[config.mk]
export PLATFORM = sky130hd
export DESIGN_NAME = spi3_reg_slave
export DESIGN_NICKNAME = d
export VERILOG_FILES = /design/src/rtl/spi3_pkg.sv /design/src/rtl/spi3_sync.sv /design/src/rtl/spi3_edge.sv /design/src/rtl/spi3_frame.sv /design/src/rtl/spi3_tx.sv /design/src/rtl/spi3_reg_slave.sv
export SDC_FILE = /design/constraint.sdc
export NUM_CORES = 1
export LEC_CHECK = 0
export ABC_AREA = 1
export BUFFER_PORTS_ARGS = -buffer_cell sky130_fd_sc_hd__buf_2
export CORE_UTILIZATION = 34
export DETAILED_ROUTE_END_ITERATION = 6
export REMOVE_ABC_BUFFERS = 1
export SLEW_MARGIN = 20
export SYNTH_ARGS = -nofsm -noshare
export SYNTH_HDL_FRONTEND = slang
export SYNTH_SLANG_ARGS = --single-unit
[constraint.sdc]
create_clock -name clk_i -period 1.75 [get_ports clk_i]
set_input_delay 0.175 -clock clk_i [delete_from_list [all_inputs] [get_ports clk_i]]
set_output_delay 0.175 -clock clk_i [all_outputs]
set_load 0.1 [all_outputs]
[src/rtl/spi3_pkg.sv]
package spi3_pkg;
  typedef enum logic {PH_CMD, PH_DATA} phase_e;

  localparam logic [1:0] LEN_OPEN = 2'b11;

  // done = bytes already finished in the data phase
  function automatic logic byte_allowed(input logic [1:0] len, input logic [1:0] done);
    return (len == LEN_OPEN) || (done <= len);
  endfunction
endpackage

[src/rtl/spi3_sync.sv]
module spi3_sync #(
  parameter int          WIDTH   = 1,
  parameter int          STAGES  = 2,
  parameter logic [WIDTH-1:0] RST_VAL = '0
) (
  input  logic             clk_i,
  input  logic             rst_ni,
  input  logic [WIDTH-1:0] d_i,
  output logic [WIDTH-1:0] q_o
);
  for (genvar g = 0; g < WIDTH; g++) begin : g_bit
    logic [STAGES-1:0] chain_q;
    always_ff @(posedge clk_i or negedge rst_ni) begin
      if (!rst_ni) chain_q <= {STAGES{RST_VAL[g]}};
      else         chain_q <= {chain_q[STAGES-2:0], d_i[g]};
    end
    assign q_o[g] = chain_q[STAGES-1];
  end
endmodule

[src/rtl/spi3_edge.sv]
module spi3_edge (
  input  logic clk_i,
  input  logic rst_ni,
  input  logic sclk_s_i,
  input  logic csn_s_i,
  output logic cs_act_o,
  output logic rise_o,
  output logic fall_o
);
  logic sclk_q;

  always_ff @(posedge clk_i or negedge rst_ni) begin
    if (!rst_ni) sclk_q <= 1'b0;
    else         sclk_q <= sclk_s_i;
  end

  assign cs_act_o = ~csn_s_i;
  assign rise_o   = cs_act_o &  sclk_s_i & ~sclk_q;
  assign fall_o   = cs_act_o & ~sclk_s_i &  sclk_q;
endmodule

[src/rtl/spi3_frame.sv]
module spi3_frame
  import spi3_pkg::*;
#(
  parameter int ADDR_W = 13,
  parameter int DATA_W = 8
) (
  input  logic              clk_i,
  input  logic              rst_ni,
  input  logic              cs_act_i,
  input  logic              rise_i,
  input  logic              bit_i,
  output logic              we_o,
  output logic              re_o,
  output logic [ADDR_W-1:0] addr_o,
  output logic [DATA_W-1:0] wdata_o,
  output logic              live_o
);
  localparam int CMD_W = ADDR_W + 3;
  localparam int CNT_W = $clog2(CMD_W);

  phase_e            phase_q;
  logic [CNT_W-1:0]  cnt_q;
  logic [CMD_W-1:0]  sh_q, sh_nxt;
  logic              rd_q;
  logic [1:0]        len_q;
  logic [1:0]        done_q, done_inc;
  logic [ADDR_W-1:0] addr_q, aout_q;
  logic [DATA_W-1:0] wd_q;
  logic              we_q, re_q;
  logic              allowed, allowed_next;

  assign sh_nxt       = {sh_q[CMD_W-2:0], bit_i};
  assign done_inc     = (done_q == 2'b11) ? 2'b11 : done_q + 2'd1;
  assign allowed      = byte_allowed(len_q, done_q);
  assign allowed_next = byte_allowed(len_q, done_inc);

  always_ff @(posedge clk_i or negedge rst_ni) begin
    if (!rst_ni) begin
      phase_q <= PH_CMD;
      cnt_q   <= '0;
      sh_q    <= '0;
      rd_q    <= 1'b0;
      len_q   <= '0;
      done_q  <= '0;
      addr_q  <= '0;
      aout_q  <= '0;
      wd_q    <= '0;
      we_q    <= 1'b0;
      re_q    <= 1'b0;
    end else begin
      we_q <= 1'b0;
      re_q <= 1'b0;
      if (!cs_act_i) begin
        phase_q <= PH_CMD;
        cnt_q   <= '0;
        done_q  <= '0;
        rd_q    <= 1'b0;
      end else if (rise_i) begin
        sh_q <= sh_nxt;
        if (phase_q == PH_CMD) begin
          if (cnt_q == CNT_W'(CMD_W-1)) begin
            cnt_q   <= '0;
            phase_q <= PH_DATA;
            rd_q    <= sh_nxt[CMD_W-1];
            len_q   <= sh_nxt[CMD_W-2 -: 2];
            done_q  <= '0;
            if (sh_nxt[CMD_W-1]) begin
              // prefetch first read byte
              re_q   <= 1'b1;
              aout_q <= sh_nxt[ADDR_W-1:0];
              addr_q <= sh_nxt[ADDR_W-1:0] + 1'b1;
            end else begin
              addr_q <= sh_nxt[ADDR_W-1:0];
            end
          end else begin
            cnt_q <= cnt_q + 1'b1;
          end
        end else begin
          if (cnt_q == CNT_W'(DATA_W-1)) begin
            cnt_q  <= '0;
            done_q <= done_inc;
            if (!rd_q && allowed) begin
              we_q   <= 1'b1;
              aout_q <= addr_q;
              wd_q   <= sh_nxt[DATA_W-1:0];
              addr_q <= addr_q + 1'b1;
            end
            if (rd_q && allowed_next) begin
              re_q   <= 1'b1;
              aout_q <= addr_q;
              addr_q <= addr_q + 1'b1;
            end
          end else begin
            cnt_q <= cnt_q + 1'b1;
          end
        end
      end
    end
  end

  assign we_o    = we_q;
  assign re_o    = re_q;
  assign addr_o  = aout_q;
  assign wdata_o = wd_q;
  assign live_o  = (phase_q == PH_DATA) && rd_q && allowed;
endmodule

[src/rtl/spi3_tx.sv]
module spi3_tx #(
  parameter int DATA_W = 8
) (
  input  logic              clk_i,
  input  logic              rst_ni,
  input  logic              cs_act_i,
  input  logic              fall_i,
  input  logic              load_i,
  input  logic [DATA_W-1:0] ldata_i,
  input  logic              live_i,
  output logic              sdio_o,
  output logic              oe_o
);
  localparam int FCNT_W = $clog2(DATA_W);
  localparam logic [FCNT_W-1:0] BIT_TOP = FCNT_W'(DATA_W-1);

  logic [DATA_W-1:0] tx_q;
  logic [FCNT_W-1:0] fcnt_q;
  logic              sd_q, oe_q;

  always_ff @(posedge clk_i or negedge rst_ni) begin
    if (!rst_ni) begin
      tx_q   <= '0;
      fcnt_q <= '0;
      sd_q   <= 1'b0;
      oe_q   <= 1'b0;
    end else begin
      if (load_i) tx_q <= ldata_i;
      if (!cs_act_i || !live_i) begin
        oe_q <= 1'b0;
        if (!cs_act_i) fcnt_q <= '0;
      end else if (fall_i) begin
        sd_q   <= tx_q[BIT_TOP - fcnt_q];
        fcnt_q <= (fcnt_q == BIT_TOP) ? '0 : fcnt_q + 1'b1;
        oe_q   <= 1'b1;
      end
    end
  end

  assign sdio_o = sd_q;
  assign oe_o   = oe_q;
endmodule

[src/rtl/spi3_reg_slave.sv]
module spi3_reg_slave #(
  parameter int ADDR_W      = 13,
  parameter int DATA_W      = 8,
  parameter int SYNC_STAGES = 2
) (
  input  logic              clk_i,
  input  logic              rst_ni,
  input  logic              sclk_i,
  input  logic              csn_i,
  input  logic              sdio_i,
  output logic              sdio_o,
  output logic              sdio_oe_o,
  output logic [ADDR_W-1:0] reg_addr_o,
  output logic [DATA_W-1:0] reg_wdata_o,
  output logic              reg_we_o,
  output logic              reg_re_o,
  input  logic [DATA_W-1:0] reg_rdata_i
);
  logic [2:0] pins_s;
  logic       cs_act, sclk_rise, sclk_fall;
  logic       rd_live, oe_int;

  spi3_sync #(.WIDTH(3), .STAGES(SYNC_STAGES), .RST_VAL(3'b010)) u_sync (
    .clk_i  (clk_i),
    .rst_ni (rst_ni),
    .d_i    ({sdio_i, csn_i, sclk_i}),
    .q_o    (pins_s)
  );

  spi3_edge u_edge (
    .clk_i    (clk_i),
    .rst_ni   (rst_ni),
    .sclk_s_i (pins_s[0]),
    .csn_s_i  (pins_s[1]),
    .cs_act_o (cs_act),
    .rise_o   (sclk_rise),
    .fall_o   (sclk_fall)
  );

  spi3_frame #(.ADDR_W(ADDR_W), .DATA_W(DATA_W)) u_frame (
    .clk_i    (clk_i),
    .rst_ni   (rst_ni),
    .cs_act_i (cs_act),
    .rise_i   (sclk_rise),
    .bit_i    (pins_s[2]),
    .we_o     (reg_we_o),
    .re_o     (reg_re_o),
    .addr_o   (reg_addr_o),
    .wdata_o  (reg_wdata_o),
    .live_o   (rd_live)
  );

  spi3_tx #(.DATA_W(DATA_W)) u_tx (
    .clk_i    (clk_i),
    .rst_ni   (rst_ni),
    .cs_act_i (cs_act),
    .fall_i   (sclk_fall),
    .load_i   (reg_re_o),
    .ldata_i  (reg_rdata_i),
    .live_i   (rd_live),
    .sdio_o   (sdio_o),
    .oe_o     (oe_int)
  );

  // release the pad at once when select goes high, ahead of the synchronizer
  assign sdio_oe_o = oe_int & ~csn_i;
endmodule

## Yosys cells after proc, flatten, opt, wreduce, memory -nomap -nowiden

Cells that the tools add are included.

| storage, ports and cells | value |
|---|---|
| bits in registers | 81 |
| output and inout port bits | 25 |
| logic and storage cells | 124 |

| operators by class | value |
|---|---|
| add/subtract/negate cells | 6 |
| magnitude comparators | 3 |
| eq/ne operators | 10 |
| mux-type cells | 51 |
| bitwise logic cells | 11 |
| reduce and logical (&&, ||, !) cells | 24 |

Operators by type and width:

| operator | count |
|---|---|
| 2-to-1 mux 13 bit | 12 |
| adder 13 x 1 -> 13 bit, second input constant | 2 |
| 2-to-1 mux 1 bit | 23 |
| 2-to-1 mux 4 bit | 5 |
| 2-to-1 mux 2 bit | 6 |
| 2-to-1 mux 3 bit | 4 |
| AND reduction 5 bit | 2 |
| nonzero test 2 bit | 5 |
| != test 2 bit, second input constant | 3 |
| != test 3 bit, second input constant | 2 |
| inverter 1 bit | 6 |
| AND reduction 2 bit | 3 |
| AND reduction 3 bit | 2 |
| AND reduction 6 bit | 1 |
| AND 1 bit | 5 |
| adder 4 x 1 -> 4 bit, second input constant | 1 |
| equality test 2 bit, second input constant | 2 |
| equality test 4 x 3 -> 1 bit, second input constant | 1 |
| equality test 4 bit, second input constant | 1 |
| less-or-equal comparator 2 bit | 2 |
| logical AND 1 bit | 4 |
| less-than comparator 3 x 4 -> 1 bit, second input constant | 1 |
| AND reduction 4 bit | 1 |
| adder 3 x 1 -> 3 bit, second input constant | 1 |
| other kinds (7) | 10 |

## Logic depth before layout (Yosys ltp)

| logic depth | value |
|---|---|
| depth after elaboration | 10 |
| mapped depth | 11 |
| depth with buffers taken out | 11 |

## Modules after synthesis

From an unflattened synthesis, not the netlist that was laid out.

| second synthesis, totals | value |
|---|---|
| cells, all modules | 530 |
| area total of the unflattened synthesis | 4062.6 sq um |

By module, submodules not included:

| module | instances | cells an instance | area each (sq um) | seq. area each (sq um) |
|---|---|---|---|---|
| spi3_frame | 1 | 442 | 3239.4 | 1526.5 |
| spi3_tx | 1 | 71 | 594.3 | 325.3 |
| spi3_sync | 1 | 9 | 175.2 | 152.6 |
| spi3_edge | 1 | 6 | 43.8 | 25.0 |
| spi3_reg_slave | 1 | 2 | 10.0 | 0.0 |

## Least setup slack after synthesis

No wires, ideal clock.

| timing | value |
|---|---|
| path type | register -> output |
| start point | reg u_tx.oe_q (netlist: u_tx.oe_o) |
| end point | out sdio_oe_o |
| data arrival time | 1.600 ns |
| setup slack | -0.025 ns |
| cell stages (with the launch flop) | 3 |
| buffers on the path | 0 |
| cell sequence | dfrtp_1 -> inv_1 -> nor2_1 |

| between the ends | value |
|---|---|
| word-level cells in the longest chain between the ends | 1 |

Ends and longest elaborated chain:

| item | RTL line | text |
|---|---|---|
| start: declaration | spi3_tx.sv:19 | `logic sd_q, oe_q;` |
| start signal: assignment | spi3_tx.sv:26 | `oe_q <= 1'b0;` |
| start signal: assignment | spi3_tx.sv:30 | `oe_q <= 1'b0;` |
| start signal: assignment | spi3_tx.sv:35 | `oe_q <= 1'b1;` |
| AND 1 bit | spi3_reg_slave.sv:66 | `assign sdio_oe_o = oe_int & ~csn_i;` |
| end: declaration | spi3_reg_slave.sv:12 | `output logic sdio_oe_o,` |

Every way passes these cells.

## Worst setup path in the final report

| timing | value |
|---|---|
| start point | reg u_frame.done_q[1] |
| end point | reg u_frame.aout_q[6] (netlist: u_frame.addr_o[6]) |

| between the ends | value |
|---|---|
| word-level cells in the longest chain between the ends | 8 |

Ends and longest elaborated chain:

| item | RTL line | text |
|---|---|---|
| start: declaration | spi3_frame.sv:26 | `logic [1:0] done_q, done_inc;` |
| start signal: assignment | spi3_frame.sv:81 | `done_q <= done_inc;` |
| parallel branches: the longest is 8 deep, another holds adder 2 x 1 -> 2 bit | - |  |
| end signal: assignment | spi3_frame.sv:70 | `aout_q <= sh_nxt[ADDR_W-1:0];` |
| end signal: assignment | spi3_frame.sv:84 | `aout_q <= addr_q;` |
| end signal: assignment | spi3_frame.sv:90 | `aout_q <= addr_q;` |
| end: declaration | spi3_frame.sv:27 | `logic [ADDR_W-1:0] addr_q, aout_q;` |

Parallel ways; which one is timed is not known. The select of a mux whose other input is x is not followed.
A chain may end at the register's enable or synchronous reset.

==> parameters.txt <==
Parameter                              Value

Status
  Outcome    complete, but fails checks
  Violated checks    design-rule violations, negative setup slack

Pwr
  Peak supply drop    0.392 mV
  Leakage power    2.48 nW
  Power density of the placed cells    820 mW/mm^2

Worst setup path
  Slowest cell on the critical path    sky130_fd_sc_hd__dfrtp_1
  Critical path data arrival time    2.04 ns
  Crit-path cells    buf_6 > ha_4 > inv_2 > o21bai_1 > nand3_1 > nand2_1 > nand3_2 > nand2_4 > clkbuf_16 > nand2_2 > o21ai_2
  Gate family responsible for the most delay along the worst path    simple AND/OR/NAND/NOR gates
  Buffer and inverter count on the worst path    3
  Data required time at the worst endpoint    2.02 ns
  Crit Path Category    flip-flop to flip-flop
  Critical path fanouts, max    6
  Biggest cell delay along the critical path    0.42 ns
  Critical Path Start Type    flip-flop
  Category of the worst setup path capture point    flip-flop

Placement
  Input/output buffers    37
  Total half-perimeter wirelength after legalization and detailed placement    6530 microns
  Pre-CTS setup slack    -0.101 ns
  Routability congestion estimate from global placement    0.817

Logic synthesis
  Cell taking the most area after synthesis    sky130_fd_sc_hd__dfrtp_1
  Cell types with the largest area share after synthesis    sky130_fd_sc_hd__dfrtp_1 49%, sky130_fd_sc_hd__nand2_1 15%, sky130_fd_sc_hd__o21ai_0 7.4%, sky130_fd_sc_hd__inv_1 4.5%, sky130_fd_sc_hd__nand3_1 3.1%
  Share of the synthesized netlist area taken by xor and xnor gates    1.72%
  Yosys reg bits    81
  Syn Area/Cell    8.14 sq um
  Count leader, synth    sky130_fd_sc_hd__nand2_1
  Synthesized instance count    500
  Simple-gate area share of the yosys netlist    23.4%
  Fraction of post-synthesis cell area in the top cell type by area    48.6%
  Most common flop cell mapped by yosys    sky130_fd_sc_hd__dfrtp_1
  Main combinational cell family by area after synthesis    simple AND/OR/NAND/NOR gates
  Post-synthesis cell type count    34
  Share of synthesized registers carrying an async set or reset    100%
  Mapped cell area    0.00407 sq mm
  Fraction of the mapped netlist area in compound gates    14.0%
  Share of synthesized area occupied by flip-flops and latches    49.9%
  Most instantiated cells after synthesis    158 x sky130_fd_sc_hd__nand2_1, 79 x sky130_fd_sc_hd__dfrtp_1, 60 x sky130_fd_sc_hd__o21ai_0
  Multiplexer fraction of the synthesized cell area    1.35%
  Count of synthesis-stage warnings from yosys    0
  Count of flip-flops with a built-in enable after synthesis    0
  Synth Area in Adders    2.77%

Drt
  Number of DRC violations after detailed-routing iteration 0    155
  Drt drc    4
  Via count    3413
  Remaining number of nets flagged by the antenna check after routing    0
  Post-Route WL    9220 microns
  Routed len/inst    13.0 microns
  Number of vias per cell    4.81
  Count of TritonRoute iterations in the first routing pass    6

Timing
  Final critical-path share of the clock period    101%
  Relative slew slack    67.6%
  Unrepaired setup endpoints after global routing    true
  Tmin final    1.77 ns
  Worst-margin pin slew    0.490 ns
  Worst Clk Skew    0.00731 ns
  Minimum setup slack in the final design    -0.0234 ns
  Post-Route Setup TNS    -0.148 ns
  Max Transition Viols Final    0
  Peak clock frequency supported by timing    0.564 GHz
  Hold Vio Cnt, Final    0
  Final setup vio count    10

Clock tree
  Maximum clock insertion buffer count    2
  Clock tree root driver cell    sky130_fd_sc_hd__clkbuf_16
  Number of H-tree levels    3
  Sinks on Clock Net    81
  Skew-Pair Late Insertion Delay    0.34 ns
  CTS tree    done
  CTS Buf Count    9
  Reg clk slew, reported paths    0.06 ns
  Buffer count from post-CTS setup fixing    0

Global route
  Via count of the first global-routing pass    3294
  Largest net degree at the start of global routing    39
  Wire length of the first global-routing pass    15900 microns
  Grt total ovfl    0
  Antenna violations before repair    0
  Overall track demand over capacity in global routing    16.1%

Floorplan
  Floorplan row count    39
  Horiz. Die Dim    111 microns
  Die outline area    0.0124 sq mm
  Starting utilization of the core area    35.3%
  Core region area    0.0115 sq mm
  Boundary pin count    38
  Die span in y    111 microns

Flow run
  Number of max-capacitance violations reported    0

Layout
  Antenna fix cells    0
  Layout-stage area growth over the synthesis result    25.2%
  Fraction of final layout cells with drive strength greater than 1    24.4%
  Number of inserted filler cells in the final layout    1138
  Net count reported at finish    583

Worst hold path
  Type of the tightest min-delay check    input pin to flip-flop
==> metal layers <==
metal | up-vias | GRT usage (%) | wire length (microns)
li1 | 1748 | - | -
met1 | 1575 | 23.6 | 4770
met2 | 76 | 22.6 | 3920
met3 | 14 | 4.14 | 354
met4 | 0 | 5.86 | 170
met5 | - | 0 | 0
==> cell usage in the layout (no fill, tap or decap), types with 7 or more instances in the layout <==
master,n
sky130_fd_sc_hd__ha_1,7
sky130_fd_sc_hd__dfrtp_1,78
sky130_fd_sc_hd__buf_4,14
sky130_fd_sc_hd__nand2_2,19
sky130_fd_sc_hd__inv_1,46
sky130_fd_sc_hd__buf_2,36
sky130_fd_sc_hd__xor2_1,8
sky130_fd_sc_hd__clkbuf_16,11
sky130_fd_sc_hd__o21ai_2,15
sky130_fd_sc_hd__a21oi_1,9
sky130_fd_sc_hd__o21ai_0,55
sky130_fd_sc_hd__o21ai_1,12
sky130_fd_sc_hd__nand4_1,8
sky130_fd_sc_hd__nor2_1,24
sky130_fd_sc_hd__inv_2,7
sky130_fd_sc_hd__nand3_1,24
sky130_fd_sc_hd__nand2_1,139
==> worst register-to-register path, delay by kind of cell, from the launching register on <==
kind / cells / cell delay (ns)
buffers and inverters: 3 / 0.35
adder cells (fa/ha/maj): 1 / 0.25
AO/OA/AOI/OAI: 2 / 0.16
AND/OR/NAND/NOR: 5 / 0.54
flip-flops: 1 / 0.42
==> area by class of cell <==
| class | count | area [sq um] | share of cell area (%) |
|---|---|---|---|
| clock buffers | 11 | 233 | 4.57 |
| clock inverters | 5 | 56.3 | 1.10 |
| inverters | 54 | 210 | 4.12 |
| multi-input cells | 351 | 1880 | 36.9 |
| flip-flops and latches | 81 | 2030 | 39.8 |
| well taps | 143 | 179 | 3.51 |
| repair buffers | 64 | 508 | 9.97 |
==> power breakdown <==
group | total, mW | switching, mW | internal (mW) | leakage [nW]
Clock | 1.86 | 0.758 | 1.10 | 0.139
Combinational | 0.296 | 0.197 | 0.0988 | 1.25
Sequential | 2.02 | 0.0871 | 1.93 | 1.09
Total | 4.18 | 1.04 | 3.13 | 2.48
==> state kept, by name (all words and copies together), names as in the netlist <==
register	flops
u_edge.sclk_q	1
u_frame.addr_o	13
u_frame.addr_q	13
u_frame.cnt_q	4
u_frame.done_q	2
u_frame.len_q	2
u_frame.phase_q	1
u_frame.rd_q	1
u_frame.re_o	1
u_frame.sh_q	15
u_frame.wdata_o	8
u_frame.we_o	1
u_sync.g_bit.chain_q	6
u_tx.fcnt_q	3
u_tx.oe_o	1
u_tx.sdio_o	1
u_tx.tx_q	8
==> per-stage QoR <==
step | total power, mW | cell area, sq um | util (%) | hold WS [ns] | std cells
global placement | 2.33 | 4550 | 39.5 | 0.103 | 686
detailed placement | 2.34 | 4550 | 39.5 | 0.105 | 686
CTS | 4.21 | 4950 | 43.0 | 0.0302 | 707
finish | 4.18 | 5100 | 44.3 | 0.0424 | 709
global route | 4.36 | 5100 | 44.3 | 0.0459 | 709
floorplan | 2.19 | 3990 | - | -0.121 | 486
==> timing repair <==
item,in CTS,in global routing
pin swaps,10,14
endpoints found under the hold margin,25,0
setup endpoints to repair,35,36
gates resized for setup,14,35
cloned,1,2
hold buffers,4,0
==> cells by family (layout without fill, tap and decap cells) <==
family	count (synthesis)	count (layout)
multiplexers	5	5
buffers and inverters	68	134
flip-flops	81	81
AND/OR/NAND/NOR	229	229
adder cells (fa/ha/maj)	9	9
XOR/XNOR	8	8
AO/OA/AOI/OAI	100	100
==> path summary, 6_finish.rpt <==
kind	from	to	slack [ns]	cells past startpoint
max	u_frame.done_q[1]$_DFFE_PN0P_	u_frame.addr_o[6]$_DFFE_PN0P_	-0.02	11
max reg2reg	u_frame.done_q[1]$_DFFE_PN0P_	u_frame.addr_o[6]$_DFFE_PN0P_	-0.02	11
min	reg_rdata_i[6]	u_tx.tx_q[6]$_DFFE_PN0P_	0.04	3
max in group asynchronous	rst_ni	u_frame.len_q[1]$_DFFE_PN0P_	0.90	3
min in group asynchronous	rst_ni	u_frame.done_q[1]$_DFFE_PN0P_	0.29	2
min reg2reg	u_sync.g_bit[2].chain_q[0]$_DFF_PN0_	u_sync.g_bit[2].chain_q[1]$_DFF_PN0_	0.35	0
(Power assumes the default switching activity.)
